$ cat src/rtl/irqv_pkg.sv
package irqv_pkg;

    parameter int IRQ_N  = 8;
    parameter int ADDR_W = 13;
    localparam int IDX_W = (IRQ_N > 1) ? $clog2(IRQ_N) : 1;

    typedef logic [IRQ_N-1:0]  src_vec_t;
    typedef logic [IDX_W-1:0]  src_idx_t;
    typedef logic [ADDR_W-1:0] prog_addr_t;

    typedef struct packed {
        logic     valid;
        src_idx_t idx;
        src_vec_t onehot;
    } grant_t;

    typedef enum logic [1:0] {
        GIE_HOLD   = 2'd0,
        GIE_LOAD   = 2'd1,
        GIE_RESUME = 2'd2,
        GIE_CLEAR  = 2'd3
    } gie_act_t;

    function automatic prog_addr_t entry_addr(input prog_addr_t base, input src_idx_t idx);
        prog_addr_t off;
        off = prog_addr_t'(idx);
        return base + (off << 1);
    endfunction

endpackage

$ cat src/rtl/irqv_pending.sv
module irqv_pending
    import irqv_pkg::*;
(
    input  logic     clk,
    input  logic     rst,
    input  src_vec_t src_event,
    input  src_vec_t served,
    input  logic     en_wr,
    input  src_vec_t en_wdata,
    output src_vec_t pend_q,
    output src_vec_t en_q
);

    for (genvar i = 0; i < IRQ_N; i++) begin : g_flag
        always_ff @(posedge clk) begin
            if (rst) begin
                pend_q[i] <= 1'b0;
            end else if (src_event[i]) begin
                pend_q[i] <= 1'b1;
            end else if (served[i]) begin
                pend_q[i] <= 1'b0;
            end
        end
    end

    always_ff @(posedge clk) begin
        if (rst) begin
            en_q <= '0;
        end else if (en_wr) begin
            en_q <= en_wdata;
        end
    end

endmodule

$ cat src/rtl/irqv_arbiter.sv
module irqv_arbiter
    import irqv_pkg::*;
(
    input  src_vec_t req,
    output grant_t   grant
);

    src_vec_t blocked;
    src_vec_t win;

    assign blocked[0] = 1'b0;
    for (genvar i = 1; i < IRQ_N; i++) begin : g_chain
        assign blocked[i] = blocked[i-1] | req[i-1];
    end
    assign win = req & ~blocked;

    always_comb begin
        src_idx_t idx;
        idx = '0;
        for (int k = 0; k < IRQ_N; k++) begin
            if (win[k]) begin
                idx = idx | src_idx_t'(k);
            end
        end
        grant.valid  = |req;
        grant.idx    = idx;
        grant.onehot = win;
    end

endmodule

$ cat src/rtl/irqv_gie.sv
module irqv_gie
    import irqv_pkg::*;
(
    input  logic clk,
    input  logic rst,
    input  logic accept,
    input  logic reti,
    input  logic wr,
    input  logic wdata,
    output logic gie_q
);

    gie_act_t act;

    always_comb begin
        if (accept) begin
            act = GIE_CLEAR;
        end else if (reti) begin
            act = GIE_RESUME;
        end else if (wr) begin
            act = GIE_LOAD;
        end else begin
            act = GIE_HOLD;
        end
    end

    always_ff @(posedge clk) begin
        if (rst) begin
            gie_q <= 1'b0;
        end else begin
            unique case (act)
                GIE_CLEAR:  gie_q <= 1'b0;
                GIE_RESUME: gie_q <= 1'b1;
                GIE_LOAD:   gie_q <= wdata;
                default:    gie_q <= gie_q;
            endcase
        end
    end

endmodule

$ cat src/rtl/irq_vector_unit.sv
module irq_vector_unit
    import irqv_pkg::*;
#(
    parameter logic [ADDR_W-1:0] VEC_BASE = 13'h002
) (
    input  logic              clk,
    input  logic              rst,
    input  logic [IRQ_N-1:0]  src_event,
    input  logic              en_wr,
    input  logic [IRQ_N-1:0]  en_wdata,
    input  logic              gie_wr,
    input  logic              gie_wdata,
    input  logic              insn_boundary,
    input  logic              reti,
    output logic              take_o,
    output logic [ADDR_W-1:0] vector_o,
    output logic [IRQ_N-1:0]  ack_o,
    output logic [IRQ_N-1:0]  pending_o,
    output logic              gie_o
);

    src_vec_t   pend_q;
    src_vec_t   en_q;
    src_vec_t   qualified;
    src_vec_t   served;
    grant_t     grant;
    logic       gie_q;
    logic       accept;

    irqv_pending u_pending (
        .clk       (clk),
        .rst       (rst),
        .src_event (src_event),
        .served    (served),
        .en_wr     (en_wr),
        .en_wdata  (en_wdata),
        .pend_q    (pend_q),
        .en_q      (en_q)
    );

    assign qualified = pend_q & en_q & {IRQ_N{gie_q}};

    irqv_arbiter u_arbiter (
        .req   (qualified),
        .grant (grant)
    );

    assign accept = insn_boundary & grant.valid;
    assign served = accept ? grant.onehot : '0;

    irqv_gie u_gie (
        .clk    (clk),
        .rst    (rst),
        .accept (accept),
        .reti   (reti),
        .wr     (gie_wr),
        .wdata  (gie_wdata),
        .gie_q  (gie_q)
    );

    always_ff @(posedge clk) begin
        if (rst) begin
            take_o   <= 1'b0;
            ack_o    <= '0;
            vector_o <= VEC_BASE;
        end else begin
            take_o <= accept;
            ack_o  <= served;
            if (accept) begin
                vector_o <= entry_addr(VEC_BASE, grant.idx);
            end
        end
    end

    assign pending_o = pend_q;
    assign gie_o     = gie_q;

endmodule

$ cat config.mk
export PLATFORM = sky130hd
export DESIGN_NAME = irq_vector_unit
export DESIGN_NICKNAME = d
export VERILOG_FILES = /design/src/rtl/irqv_pkg.sv /design/src/rtl/irqv_pending.sv /design/src/rtl/irqv_arbiter.sv /design/src/rtl/irqv_gie.sv /design/src/rtl/irq_vector_unit.sv
export SDC_FILE = /design/constraint.sdc
export NUM_CORES = 1
export LEC_CHECK = 0
export BUFFER_PORTS_ARGS = -buffer_cell sky130_fd_sc_hd__buf_2
export CORE_ASPECT_RATIO = 0.8
export CORE_MARGIN = 2
export CORE_UTILIZATION = 46
export DETAILED_ROUTE_END_ITERATION = 8
export PLACE_DENSITY = 0.79
export REMOVE_ABC_BUFFERS = 1
export SYNTH_ARGS = -nofsm -noshare
export SYNTH_HDL_FRONTEND = slang
export SYNTH_SLANG_ARGS = --single-unit
$ cat constraint.sdc
create_clock -name clk -period 2.7 [get_ports clk]
set_input_delay 0 -clock clk [delete_from_list [all_inputs] [get_ports clk]]
set_output_delay 0 -clock clk [all_outputs]
set_load 0.01 [all_outputs]
# ---- Word level (Yosys, flattened, before mapping)
# Index checks and enable logic that the tools add are counted.
dict set report word_totals {
  register_bits 39
  input_bits 23
  output_inout_bits 31
  wordCells 66
}
dict set report op_classes {
  addsub 1
  n_eq_ne 3
  n_mux 28
  bitwise 11
  reduce_logical 10
}
# operator n
set ops {}
lappend ops {{$and A8 B8 Y8} 3}
lappend ops {{$mux W1} 18}
lappend ops {{$reduce_bool A2 Y1} 8}
lappend ops {{$mux W3} 4}
lappend ops {{$mux W2} 4}
lappend ops {{$mux W8} 1}
lappend ops {{$not A8 Y8} 1}
lappend ops {{$reduce_or A8 Y1} 1}
lappend ops {{$or A1 B1 Y1} 6}
lappend ops {{$add A2 B4 Y5 const A} 1}
lappend ops {{$eq A2 B2 Y1 const B} 2}
lappend ops {{$pmux W1 S3} 1}
lappend ops {{$reduce_bool A3 Y1} 1}
lappend ops {{$eq A2 B1 Y1 const B} 1}
lappend ops {{$and A1 B1 Y1} 1}

# ---- Depth between registers and ports, before layout
dict set report logic_depth {
  depth_word 18
  depth_mapped 10
  ltp_nobuf 9
}

# ---- Cells and area by module
# From an unflattened synthesis, not the netlist that was laid out.
dict set report hier_totals {
  cells_unflattened 161
  area_unflattened_um2 1481.4
}
# mod instances cells_each area_each_um2 seq_area_each_um2
set by_module_without_submodules {}
lappend by_module_without_submodules {irq_vector_unit 1 65 638.1 260.2}
lappend by_module_without_submodules {irqv_pending 1 59 588.1 320.3}
lappend by_module_without_submodules {irqv_arbiter 1 24 146.4 0.0}
lappend by_module_without_submodules {irqv_gie 1 13 108.9 20.0}

# ---- Worst setup path after synthesis
# Ideal clock, no wire load.
dict set report synth_timing {
  kind {register to register}
  startpoint {register u_pending.pend_q[4]}
  endpoint {register u_gie.gie_q}
  setup_ns 0.128
  arrival_time_ns 1.932
  required_time_ns 2.572
  setup_slack_ns 0.641
  stages_incl_launch_ff 10
  period_less_slack_ns 2.059
  path_cell_list {dfxtp_1 > a222oi_1 > a41o_2 > and2_1 > inv_1 > ha_1 > a21oi_1 > nor3_1 > a21oi_1 > nor2_1}
}
dict set report synth_via {
  elab_chain_len 7
  word_cells_on_any_way 10
}
# item line_no
set synth_lines {}
lappend synth_lines {{start: declaration} irqv_pending.sv:10} ;# output src_vec_t pend_q,
lappend synth_lines {{start signal: indexed assignment} irqv_pending.sv:17} ;# pend_q[i] <= 1'b0;
lappend synth_lines {{start signal: indexed assignment} irqv_pending.sv:19} ;# pend_q[i] <= 1'b1;
lappend synth_lines {{start signal: indexed assignment} irqv_pending.sv:21} ;# pend_q[i] <= 1'b0;
lappend synth_lines {{$and A8 B8 Y8 * (2 in series)} irq_vector_unit.sv:41} ;# assign qualified = pend_q & en_q & {IRQ_N{gie_q}};
lappend synth_lines {{$reduce_or A8 Y1 *} irqv_arbiter.sv:25} ;# grant.valid = |req;
lappend synth_lines {{$and A1 B1 Y1 *} irq_vector_unit.sv:48} ;# assign accept = insn_boundary & grant.valid;
lappend synth_lines {{$mux W2 *} irqv_gie.sv:16} ;# if (accept) begin
lappend synth_lines {{$eq A2 B1 Y1 or $eq A2 B2 Y1 (tied branches)} irqv_gie.sv:31} ;# unique case (act)
lappend synth_lines {{$pmux W1 S3 or $reduce_bool A3 Y1 (tied branches)} --}
lappend synth_lines {{end signal: assignment} irqv_gie.sv:34} ;# GIE_LOAD: gie_q <= wdata;
lappend synth_lines {{end signal: assignment} irqv_gie.sv:35} ;# default: gie_q <= gie_q;
lappend synth_lines {{end: declaration} irqv_gie.sv:10} ;# output logic gie_q
# Mark *: on every way between the ends. The rest lies on a longest branch, timed or not.
# A chain may end at the register's enable or synchronous reset.

# ---- Final worst setup path
dict set report layout_timing {
  startpoint {register u_pending.en_q[0]}
  endpoint {register u_gie.gie_q}
}
dict set report layout_via {
  elab_chain_len 7
  word_cells_on_any_way 10
}
# item line_no
set layout_lines {}
lappend layout_lines {{start: declaration} irqv_pending.sv:11} ;# output src_vec_t en_q
lappend layout_lines {{start signal: assignment} irqv_pending.sv:30} ;# en_q <= en_wdata;
lappend layout_lines {{$and A8 B8 Y8 * (2 in series)} irq_vector_unit.sv:41}
lappend layout_lines {{$reduce_or A8 Y1 *} irqv_arbiter.sv:25}
lappend layout_lines {{$and A1 B1 Y1 *} irq_vector_unit.sv:48}
lappend layout_lines {{$mux W2 *} irqv_gie.sv:16}
lappend layout_lines {{$eq A2 B1 Y1 or $eq A2 B2 Y1 (tied branches)} irqv_gie.sv:31}
lappend layout_lines {{$pmux W1 S3 or $reduce_bool A3 Y1 (tied branches)} --}
# Marks and branches as above.

==> results.py <==
metrics = {
    "setup_path": {
        "setup.worst_path.start_class": "register",
        "cp.arrival_ps": 2340,
        "cp_data_required_time_ps": 2920,
        "reg2reg_depth": 9,
        "end_kind": "register",
        "worstSetupPathType": "reg2reg",
        "cp_max_fo": 8,
        "r2r_slack_ps": 580,
    },
    "grt": {
        "track_usage_pct": 21.10,
        "gr-total-overflow": 0,
        "use_met2_pct": 35.76,
        "grt_pass1_wl_mm": 5.306,
        "grt_max_degree": 24,
        "grt_use_met1_pct": 25.54,
        "grt_busiest_layer": "met2",
        "grtUsageMet3_pct": 4.516,
        "grt_pass1_vias": 1214,
        "antenna_found_initial": 0,
    },
    "clock_tree": {
        "cts_resized": 0,
        "clk_latency_ps": 340,
        "clkSinkCount": 30,
        "cts_tree": "done",
        "clockBufferDepth": 2,
        "numCtsBuffers": 5,
        "htree_levels": 2,
        "clk_pin_slew_ps": 90,
        "clock_tree.root_cell": "clkbuf_4",
    },
    "synthesis": {
        "syn_area_sq_um": 1335,
        "synth_edf_count": 0,
        "yosys_warnings": 0,
        "yosysUniqueCellTypes": 37,
        "ys_ff_latch": 30,
        "postSynthCellCount": 153,
        "postSynth.asyncResetShare_pct": 0,
        "avgSynthCellArea_sq_um": 8.726,
        "yosysSeqAreaShare_pct": 44.99,
        "dominantRegCellSynth": "dfxtp_1",
    },
    "placement": {
        "dp.final_hpwl_mm": 2.309,
        "gp_routability_congestion": 0.8254,
        "port_buffers": 44,
        "placed_area_sq_um": 1553,
        "dp.cells": 230,
    },
    "detailed_routing": {
        "first_pass_iters": 4,
        "first_iter_violations": 62,
        "num_vias": 1317,
        "drc": 0,
        "wirelength_mm": 3.302,
        "routed_via_density": 5.165,
        "ant_nets": 0,
        "wl_per_cell_um": 12.95,
    },
    "sta": {
        "worst_pin_slew_ps": 520.2,
        "finalHoldViolations": 0,
        "skew_ps": 5.137,
        "finalSetupTns_ps": 0,
        "slew_viol_final": 0,
        "rsz0062_at_grt": "no",
        "period_share_pct": 78.43,
        "fmax_mhz": 472.2,
        "setup_viol": 0,
        "relSlewSlack_pct": 65.32,
        "finalWorstPathRequiredPeriod_ps": 2118,
    },
    "worst_hold_path": {
        "worstHoldPathCells": 2,
        "hp-class": "in2reg",
    },
    "finish": {
        "layout-drive-gt1-share_pct": 24.88,
        "fillers": 248,
        "instances_no_fill": 255,
        "nets": 242,
        "final_cell_area_sq_um": 1783,
        "antenna_cells": 0,
        "area_delta_synth_final_pct": 33.55,
    },
    "floorplanning": {
        "coreArea_sq_um": 2765,
        "start_util_pct": 48.28,
        "fp.dieW_um": 64.23,
        "rows": 17,
        "die_h_um": 52.19,
        "die_area_sq_um": 3352,
        "io_pins": 54,
    },
    "pwr": {
        "internal-power_mw": 0.6463,
        "power.leakage_nw": 0.8199,
        "total_power_mw": 0.8816,
        "netSwitchingFraction_pct": 26.69,
        "power_frac_seq_pct": 54.8,
        "p_per_area_nw_per_um2": 494.5,
        "clockPowerShare_pct": 31.3,
        "switchingPower_mw": 0.2353,
        "p_comb_share_pct": 14.0,
        "vdd_drop_max_mv": 0.3454,
    },
    "status": {
        "status": "complete, no violations",
    },
    "run": {
        "cap_violations": 0,
    },
}
==> critical path: stages, from the launching register on <==
cell and delay [ps]:
dfxtp_1 350, a222oi_1 540, a41o_2 360, and2_1 190, inv_1 60, ha_1 170, a21oi_1 120, nor3_1 60
a21oi_1 110, nor2_1 50
==> through the flow <==
step	worst slack (ps)	utilization, %	hold slack [ps]
after floorplan	654.4	-	69.07
after global placement	747.4	56.15	207.3
after detailed placement	625.7	56.15	223.4
after CTS	603.4	64.48	50.55
after global routing	422.9	64.48	80.87
final	582.3	64.48	65.89
==> synthesized netlist by cell type, types with 2 or more instances <==
cell type / count / share of area [%]
a21oi_1: 9 / 3.4
a222oi_1: 2 / 1.5
a22oi_1: 3 / 1.7
a311oi_1: 2 / 1.3
and2_1: 4 / 1.9
and3_1: 2 / 0.94
buf_4: 9 / 5.1
clkbuf_1: 3 / 0.84
dfxtp_1: 30 / 45
ha_1: 3 / 2.8
inv_1: 11 / 3.1
mux2i_1: 8 / 6.0
nand2_1: 10 / 2.8
nand3_1: 4 / 1.5
nand4_1: 3 / 1.4
nor2_1: 22 / 6.2
nor3_1: 5 / 1.9
o21ai_0: 3 / 1.1
o31ai_1: 2 / 1.1
==> layout by cell type, fill, tap and decap left out, types with 2 or more instances in the layout <==
cell / count
dlygate4sd3_1: 17
a222oi_1: 2
and3_1: 2
inv_1: 11
mux2i_1: 8
nor3_1: 5
dfxtp_1: 30
nor2_1: 22
and2_1: 4
nand2_1: 10
conb_1: 9
o21ai_0: 3
a311oi_1: 2
clkbuf_4: 5
ha_1: 3
nand4_1: 3
o31ai_1: 2
a22oi_1: 3
a21oi_1: 9
nand3_1: 4
buf_2: 44
==> path summary, 6_finish.rpt <==
kind,from,to
setup / recovery,u_pending.en_q[0],u_gie.gie_q
hold / removal,rst,u_pending.en_q[0]
setup reg to reg,u_pending.en_q[0],u_gie.gie_q
hold reg to reg,vector_o[3],vector_o[3]
==> state kept, by name, summed over array words and instances (netlist names) <==
signal and count:
u_gie.gie_q 1, u_pending.pend_q 8, take_o 1, vector_o 4, ack_o 8, u_pending.en_q 8
==> layout make-up <==
type	instances	area [sq um]	area share, %
multi-input combinational	106	635.6	35.65
sequential	30	600.6	33.68
timing repair buffer	62	397.9	22.32
clock buffer	7	55.05	3.088
tap	38	47.55	2.667
inverter	11	41.29	2.316
clock inverter	1	5.005	0.2807
==> layer usage <==
metal	vias to the layer above	wire length, um
li1	652	-
met1	585	1427
met2	73	1531
met3	7	274
met4	0	68
met5	-	0
==> power groups by stage <==
stage          logic, mW  clock network [mW]  registers (mW)
2_1_floorplan     0.0521                   0           0.491
3_3_place_gp      0.0994                   0           0.490
3_5_place_dp       0.103                   0           0.493
4_1_cts            0.122               0.279           0.482
5_1_grt            0.137               0.301           0.486
6_report           0.123               0.276           0.483
==> logic make-up after synthesis <==
family	after synthesis	share of synthesized area, %
buffers and inverters	25	9.652
other	1	0.2809
DFF	30	44.99
AOI/OAI and AO/OA	32	17.15
muxes	8	5.998
adders and majority gates	3	2.812
and+or+nand+nor	54	19.12
==> timing repair <==
item,4_1_cts,5_1_grt
setup buffers,0,0
hold endpoints to repair,16,0
hold buffers,17,0
(Power assumes the default switching activity.)
